===== src/rtl/aes_cs_pkg.sv =====
package aes_cs_pkg;

  // Channel-status bit positions used by the parallel-pin expansion
  localparam int unsigned CSB_PRO   = 0;
  localparam int unsigned CSB_NAUD  = 1;
  localparam int unsigned CSB_EMP0  = 2;
  localparam int unsigned CSB_EMP1  = 3;
  localparam int unsigned CSB_EMP2  = 4;
  localparam int unsigned CSB_COPY  = 6;
  localparam int unsigned CSB_GEN   = 15;

  // Static pin bundle latched per frame in parallel mode
  typedef struct packed {
    logic cp;
    logic og;
    logic pe_n;
    logic au;
  } cs_pins_t;

  // Expand static pins into channel-status bit number b
  function automatic logic cs_bit(input int unsigned b, input cs_pins_t p);
    logic r;
    r = 1'b0;
    case (b)
      CSB_PRO:  r = p.cp & p.og;
      CSB_NAUD: r = p.au;
      CSB_EMP0: r = ~p.pe_n;
      CSB_EMP1: r = ~p.pe_n;
      CSB_EMP2: r = 1'b0;
      CSB_COPY: r = p.cp & ~p.og;
      CSB_GEN:  r = ~p.cp & p.og;
      default:  r = 1'b0;
    endcase
    return r;
  endfunction

endpackage


===== src/rtl/acs_sync.sv =====
module acs_sync #(
  parameter int W      = 1,
  parameter int STAGES = 2
) (
  input  logic         clk,
  input  logic         rst_n,
  input  logic [W-1:0] d_i,
  output logic [W-1:0] q_o
);
  logic [W-1:0] chain [STAGES];

  generate
    for (genvar s = 0; s < STAGES; s++) begin : g_stage
      always_ff @(posedge clk or negedge rst_n) begin
        if (!rst_n) chain[s] <= '0;
        else if (s == 0) chain[s] <= d_i;
        else chain[s] <= chain[(s == 0) ? 0 : s-1];
      end
    end
  endgenerate

  assign q_o = chain[STAGES-1];
endmodule


===== src/rtl/acs_start_qual.sv =====
module acs_start_qual #(
  parameter int QUAL = 3
) (
  input  logic clk,
  input  logic rst_n,
  input  logic en_i,
  input  logic in_i,
  output logic force_o
);
  localparam int CW = $clog2(QUAL + 1);

  logic [CW-1:0] run_cnt;

  always_ff @(posedge clk or negedge rst_n) begin
    if (!rst_n) run_cnt <= '0;
    else if (!en_i || !in_i) run_cnt <= '0;
    else if (run_cnt != CW'(QUAL)) run_cnt <= run_cnt + CW'(1);
  end

  assign force_o = en_i & in_i & (run_cnt == CW'(QUAL - 1));

  AST_FORCE_SINGLE: assert property (@(posedge clk) disable iff (!rst_n)
    force_o |=> !force_o);
  AST_FORCE_NEEDS_RUN: assert property (@(posedge clk) disable iff (!rst_n)
    force_o |-> in_i && $past(in_i) && $past(en_i));
endmodule


===== src/rtl/acs_position.sv =====
module acs_position #(
  parameter int FRAMES = 192,
  localparam int SF    = 2 * FRAMES,
  localparam int IW    = $clog2(SF)
) (
  input  logic          clk,
  input  logic          rst_n,
  input  logic          adv_i,
  input  logic          force_i,
  output logic [IW-1:0] cur_o,
  output logic [IW-1:0] nxt_o
);
  localparam logic [IW-1:0] LAST = IW'(SF - 1);

  logic [IW-1:0] cur_idx;

  // Position the subframe opening this cycle will take
  always_comb begin
    if (force_i) nxt_o = '0;
    else if (cur_idx == LAST) nxt_o = '0;
    else nxt_o = cur_idx + IW'(1);
  end

  always_ff @(posedge clk or negedge rst_n) begin
    if (!rst_n) cur_idx <= LAST;
    else if (adv_i) cur_idx <= nxt_o;
    else if (force_i) cur_idx <= '0;
  end

  assign cur_o = cur_idx;

  AST_IDX_BOUND: assert property (@(posedge clk) disable iff (!rst_n)
    cur_idx <= LAST);
  AST_IDX_WRAP: assert property (@(posedge clk) disable iff (!rst_n)
    adv_i && !force_i && cur_idx == LAST |=> cur_idx == '0);
  AST_FORCE_ZERO: assert property (@(posedge clk) disable iff (!rst_n)
    force_i && !adv_i |=> cur_idx == '0);
endmodule


===== src/rtl/aes_cs_assembler.sv =====
module aes_cs_assembler
  import aes_cs_pkg::*;
#(
  parameter int FRAMES      = 192,
  parameter int SYNC_STAGES = 2,
  parameter int QUAL_CYCLES = 3,
  localparam int IW         = $clog2(2 * FRAMES)
) (
  input  logic          clk,
  input  logic          rst_n,
  input  logic          lrck,
  input  logic          serial_cs,
  input  logic          blk_dir_out,
  input  logic          blk_sync_i,
  output logic          blk_sync_o,
  output logic          blk_sync_oe,
  input  logic          copy_or_c,
  input  logic          orig_flag,
  input  logic          preemph_n,
  input  logic          audio_flag,
  input  logic          valid_flag_in,
  input  logic          user_bit_in,
  output logic          sf_stb,
  output logic [IW-1:0] sf_pos,
  output logic          sf_c,
  output logic          sf_v,
  output logic          sf_u
);
  localparam int NPIN = 10;
  localparam int P_LR = 0, P_CP = 1, P_V = 2, P_U = 3, P_BS = 4;
  localparam int P_OG = 5, P_PE = 6, P_AU = 7, P_SER = 8, P_DIR = 9;

  logic [NPIN-1:0] raw, s;
  logic            lr_prev, lr_edge, force_start;
  logic [IW-1:0]   cur_idx, nxt_idx;
  cs_pins_t        live_pins, frame_pins, use_pins;
  logic            par_c, c_next;
  logic            sf_ser, prev_c, prev_ser;
  logic [IW-1:0]   prev_pos;

  assign raw = {blk_dir_out, serial_cs, audio_flag, preemph_n, orig_flag,
                blk_sync_i, user_bit_in, valid_flag_in, copy_or_c, lrck};

  acs_sync #(.W(NPIN), .STAGES(SYNC_STAGES)) u_sync (
    .clk(clk), .rst_n(rst_n), .d_i(raw), .q_o(s)
  );

  always_ff @(posedge clk or negedge rst_n) begin
    if (!rst_n) lr_prev <= 1'b0;
    else lr_prev <= s[P_LR];
  end
  assign lr_edge = s[P_LR] ^ lr_prev;

  acs_start_qual #(.QUAL(QUAL_CYCLES)) u_qual (
    .clk(clk), .rst_n(rst_n), .en_i(~s[P_DIR]), .in_i(s[P_BS]),
    .force_o(force_start)
  );

  acs_position #(.FRAMES(FRAMES)) u_pos (
    .clk(clk), .rst_n(rst_n), .adv_i(lr_edge), .force_i(force_start),
    .cur_o(cur_idx), .nxt_o(nxt_idx)
  );

  // Parallel-pin expansion: pins latched on the first subframe of a frame
  assign live_pins = '{cp: s[P_CP], og: s[P_OG], pe_n: s[P_PE], au: s[P_AU]};

  always_ff @(posedge clk or negedge rst_n) begin
    if (!rst_n) frame_pins <= '0;
    else if (lr_edge && !nxt_idx[0]) frame_pins <= live_pins;
  end

  assign use_pins = nxt_idx[0] ? frame_pins : live_pins;
  assign par_c    = cs_bit(int'(nxt_idx >> 1), use_pins);
  assign c_next   = s[P_SER] ? s[P_CP] : par_c;

  // Subframe output register
  always_ff @(posedge clk or negedge rst_n) begin
    if (!rst_n) begin
      sf_stb <= 1'b0;
      sf_pos <= '0;
      sf_c   <= 1'b0;
      sf_v   <= 1'b0;
      sf_u   <= 1'b0;
      sf_ser <= 1'b0;
    end else begin
      sf_stb <= lr_edge;
      if (lr_edge) begin
        sf_pos <= nxt_idx;
        sf_c   <= c_next;
        sf_v   <= s[P_V];
        sf_u   <= s[P_U];
        sf_ser <= s[P_SER];
      end
    end
  end

  assign blk_sync_oe = s[P_DIR];
  assign blk_sync_o  = s[P_DIR] & (cur_idx == '0);

  // History of the last emitted subframe, for the pairing check
  always_ff @(posedge clk or negedge rst_n) begin
    if (!rst_n) begin
      prev_c   <= 1'b0;
      prev_ser <= 1'b1;
      prev_pos <= '0;
    end else if (sf_stb) begin
      prev_c   <= sf_c;
      prev_ser <= sf_ser;
      prev_pos <= sf_pos;
    end
  end

  AST_STB_SINGLE: assert property (@(posedge clk) disable iff (!rst_n)
    sf_stb |=> !sf_stb);
  AST_FRAME_PAIR_C: assert property (@(posedge clk) disable iff (!rst_n)
    sf_stb && !sf_ser && !prev_ser && sf_pos[0] && (sf_pos == prev_pos + IW'(1))
      |-> sf_c == prev_c);
  AST_BLK_OUT_POS: assert property (@(posedge clk) disable iff (!rst_n)
    $rose(blk_sync_o) && !$past(force_start) |-> sf_pos == '0);
  AST_BLK_QUIET: assert property (@(posedge clk) disable iff (!rst_n)
    !blk_sync_oe |-> !blk_sync_o);
endmodule


===== config.mk =====
export PLATFORM = sky130hd
export DESIGN_NAME = aes_cs_assembler
export DESIGN_NICKNAME = d
export VERILOG_FILES = /design/src/rtl/aes_cs_pkg.sv /design/src/rtl/acs_sync.sv /design/src/rtl/acs_start_qual.sv /design/src/rtl/acs_position.sv /design/src/rtl/aes_cs_assembler.sv
export SDC_FILE = /design/constraint.sdc
export NUM_CORES = 1
export LEC_CHECK = 0
export ABC_CLOCK_PERIOD_IN_PS = 4100
export BUFFER_PORTS_ARGS = -buffer_cell sky130_fd_sc_hd__buf_2
export CORE_MARGIN = 2
export CORE_UTILIZATION = 60
export DETAILED_ROUTE_END_ITERATION = 6
export PLACE_DENSITY = 0.78
export SYNTH_ARGS = -nofsm -noshare
export SYNTH_HDL_FRONTEND = slang
export SYNTH_SLANG_ARGS = --single-unit

===== constraint.sdc =====
create_clock -name clk -period 4.1 [get_ports clk]
set_clock_uncertainty 0.2 [all_clocks]
set_input_delay 0.205 -clock clk [delete_from_list [all_inputs] [get_ports clk]]
set_output_delay 0.205 -clock clk [all_outputs]
set_load 0.03 [all_outputs]

==> metrics.txt <==
Worst path max stage delay=0.52 ns; Slowest-stage cell, CP=a311oi_4; Layout Area Growth over Synthesis=15.5%; vias post-DR=~1600; Simple-Gate Fraction of Synth Area=0.175; post-synthesis adder-cell area fraction=0.0234; vias in the first global route=1586; CTS H-tree lvls=2; crit-path cells=inv_1, ha_1, and3b_1, a311oi_4, mux2_2, nor4_1, a311oi_2, o21ai_1; largest net degree at the start of global routing=50; CP endpoint kind=flop; die area=4060 um^2; Achievable Freq=about 360 MHz; Register Area=roughly 1200 um^2; DRT Wirelength=4.20 mm; final hold vios=0; CP Max Fanout=15; async set or reset register ratio after synthesis=1.00; max_slew headroom=0.299; CP required=approximately 4.2 ns; FILL cells=~240; total track usage=0.234; row cnt=21; initial antenna violation count=0; post-layout min period=about 2.8 ns; Final Cell Area=approximately 2500 um^2; most frequent cell after synthesis=dfrtp_1; ratio of cells with drive above 1 in the final layout=0.218; first-pass GRT wire length=roughly 7.3 mm; clk_lat worst skew=between 0.3 and 0.4 ns; Layout Nets=about 250; crit path DAT=between 2 and 3 ns; number of diodes=0; die height=roughly 64 um; Hold Path Cell Cnt=0; Ports=27; Compound-Gate Fraction of Synth Area=0.118; 1st-iter DRT viols=around 150; Post-synth EDFFs=0; DP Area=2280 um^2; CP Class=flop to flop; largest family of logic cells by synthesized area=simple AND/OR/NAND/NOR gates; number of synthesis warnings=0; VDD IR max=0.454 mV; worst-case reg-to-reg path depth=8; Seq cells post-synth=49; status=finished, final reports clean; dpl hpwl=2.89 mm; Min-Delay Path Class=flop to flop; residual DRC count=0; DR vias/cell=between 5 and 6; xor and xnor area share after synthesis=0.0369; CTS Buf Count=5; Clock Path Buffers=2; Syn Inst Count=198; period utilization=0.679; Leak=1.15 nW; RSZ-0062 raised after global routing=no; commonest cells in the netlist=dfrtp_1, nand2_1, nand3_1, nor2_1, o21ai_0; Initial Util=0.630; routability congestion estimate=1.00; Worst Max-Slew Pin Slew=~1.0 ns; wire per inst=between 10 and 15 um; top cells by area, synth=dfrtp_1, dfstp_2, nand2_1; number of antenna-violating nets in the routed design=0; # setup viols final=0; worst hold slack=about 0.16 ns; PD cells=~570 nW/um^2; multi-input logic area=between 800 and 900 um^2; Clock Tree Root=clkbuf_4; Startpoint Class=flop; area leader, netlist=dfrtp_1; Die W=between 60 and 70 um; setup TNS=0 ns; CTS clk-pin slew, worst paths=0.14 ns; post-synthesis mux area share=0.0310; Overflow after GRT=0; Max-Cap Viols=0; DRT Pass-1 Iters=4; Core Area=~3400 um^2; CTS tree=done; Port Buffer Count=26; Synth Flop Type=dfrtp_1; # clock sinks=49; Netlist cell types=47; mapped cell area=2140 um^2; Avg Cell Area, Syn=between 10 and 15 um^2; Post-Syn Nets=around 210; Synth top area share=0.480; fin. max-slew vios=0; sequential share of the synthesized area=0.578; post-cts resize count=0
[final cells by class]
class	instances	area share
Multi-Input combinational cell	133	0.333
Inverter	6	0.00913
Sequential cell	49	0.501
Clock buffer	5	0.0152
Timing Repair Buffer	38	0.100
Tap cell	46	0.0233
Clock inverter	3	0.0177
[what timing repair did]
action                                  CTS  global route
endpoints found under the hold margin    51             0
hold buffers                             11             0
endpoints found under the setup margin    0             0
buffers inserted                          0             0
[power breakdown]
group,internal [W],switching (W)
Sequential,0.000584,0.0000968
Combinational,0.000182,0.000273
Clock,0.000130,0.000152
Total,0.000896,0.000522
[cell usage in the layout, fill, tap and decap left out, types with 2 or more instances in the layout]
cell type,Yosys,routed
nand3_1,11,11
nor4_1,3,3
nand2_1,36,36
dfrtp_1,41,41
xnor2_1,6,6
xor2_1,3,3
nand4_1,2,2
dlygate4sd3_1,0,11
ha_1,4,4
nor2_1,11,11
inv_1,6,6
mux2_2,5,5
dfstp_2,8,8
o21ai_0,10,10
clkbuf_4,0,5
o31ai_1,2,2
or3_1,2,2
a31oi_1,2,2
buf_2,2,26
a21oi_1,8,8
and3_1,3,3
[per-stage QoR]
stage          std cells  utilization  power (W)  setup WS, ns
2_1_floorplan        198            -    0.00101          1.72
3_3_place_gp         261        0.671    0.00110          1.52
3_5_place_dp         261        0.671    0.00113          1.37
4_1_cts              280        0.728    0.00142          1.34
5_1_grt              280        0.728    0.00150          1.17
6_report             280        0.728    0.00142          1.32
[critical path: cells and delay by family, from the launching register on]
family | cells | cell delay [ns]
AO/OA/AOI/OAI | 3 | 0.72
adder cells (fa/ha/maj) | 1 | 0.20
buffers and inverters | 1 | 0.05
flip-flops | 1 | 0.41
multiplexers | 1 | 0.42
AND/OR/NAND/NOR | 2 | 0.72
[path summary, 6_finish.rpt]
check / from / end / slack, ns
worst max-delay path: u_qual.run_cnt[0]$_DFFE_PN0P_ / sf_c$_DFFE_PN0N_ / 1.32
min in group asynchronous: rst_n / sf_pos[6]$_DFFE_PN0N_ / 0.33
max in group asynchronous: rst_n / frame_pins[2]$_DFFE_PN0P_ / 2.74
worst max register to register: u_qual.run_cnt[0]$_DFFE_PN0P_ / sf_c$_DFFE_PN0N_ / 1.32
worst min-delay path: u_sync.chain[12]$_DFF_PN0_ / u_sync.q_o[2]$_DFF_PN0_ / 0.16
worst min register to register: u_sync.chain[12]$_DFF_PN0_ / u_sync.q_o[2]$_DFF_PN0_ / 0.16
[registers in the layout, summed over array words and instances, names as in the netlist]
name / flops
u_sync.chain: 10
u_sync.q_o: 10
sf_pos: 9
u_pos.cur_o: 9
frame_pins: 4
u_qual.run_cnt: 2
lr_prev: 1
sf_c: 1
sf_stb: 1
sf_u: 1
sf_v: 1
[metal layers]
layer / share of wire / global-route usage / vias up
met5: 0 / 0 / -
met3: 0.060 / 0.0732 / 11
met2: 0.51 / 0.397 / 67
met1: 0.41 / 0.279 / 787
met4: 0.018 / 0.0870 / 0
li1: - / - / 760
[logic make-up after synthesis]
group	after synthesis
flops	49
compound gates	36
simple gates	78
xor+xnor	9
mux	6
fa+ha+maj	4
buf+inv	16
Note: power is estimated with default switching activity, not from simulation.
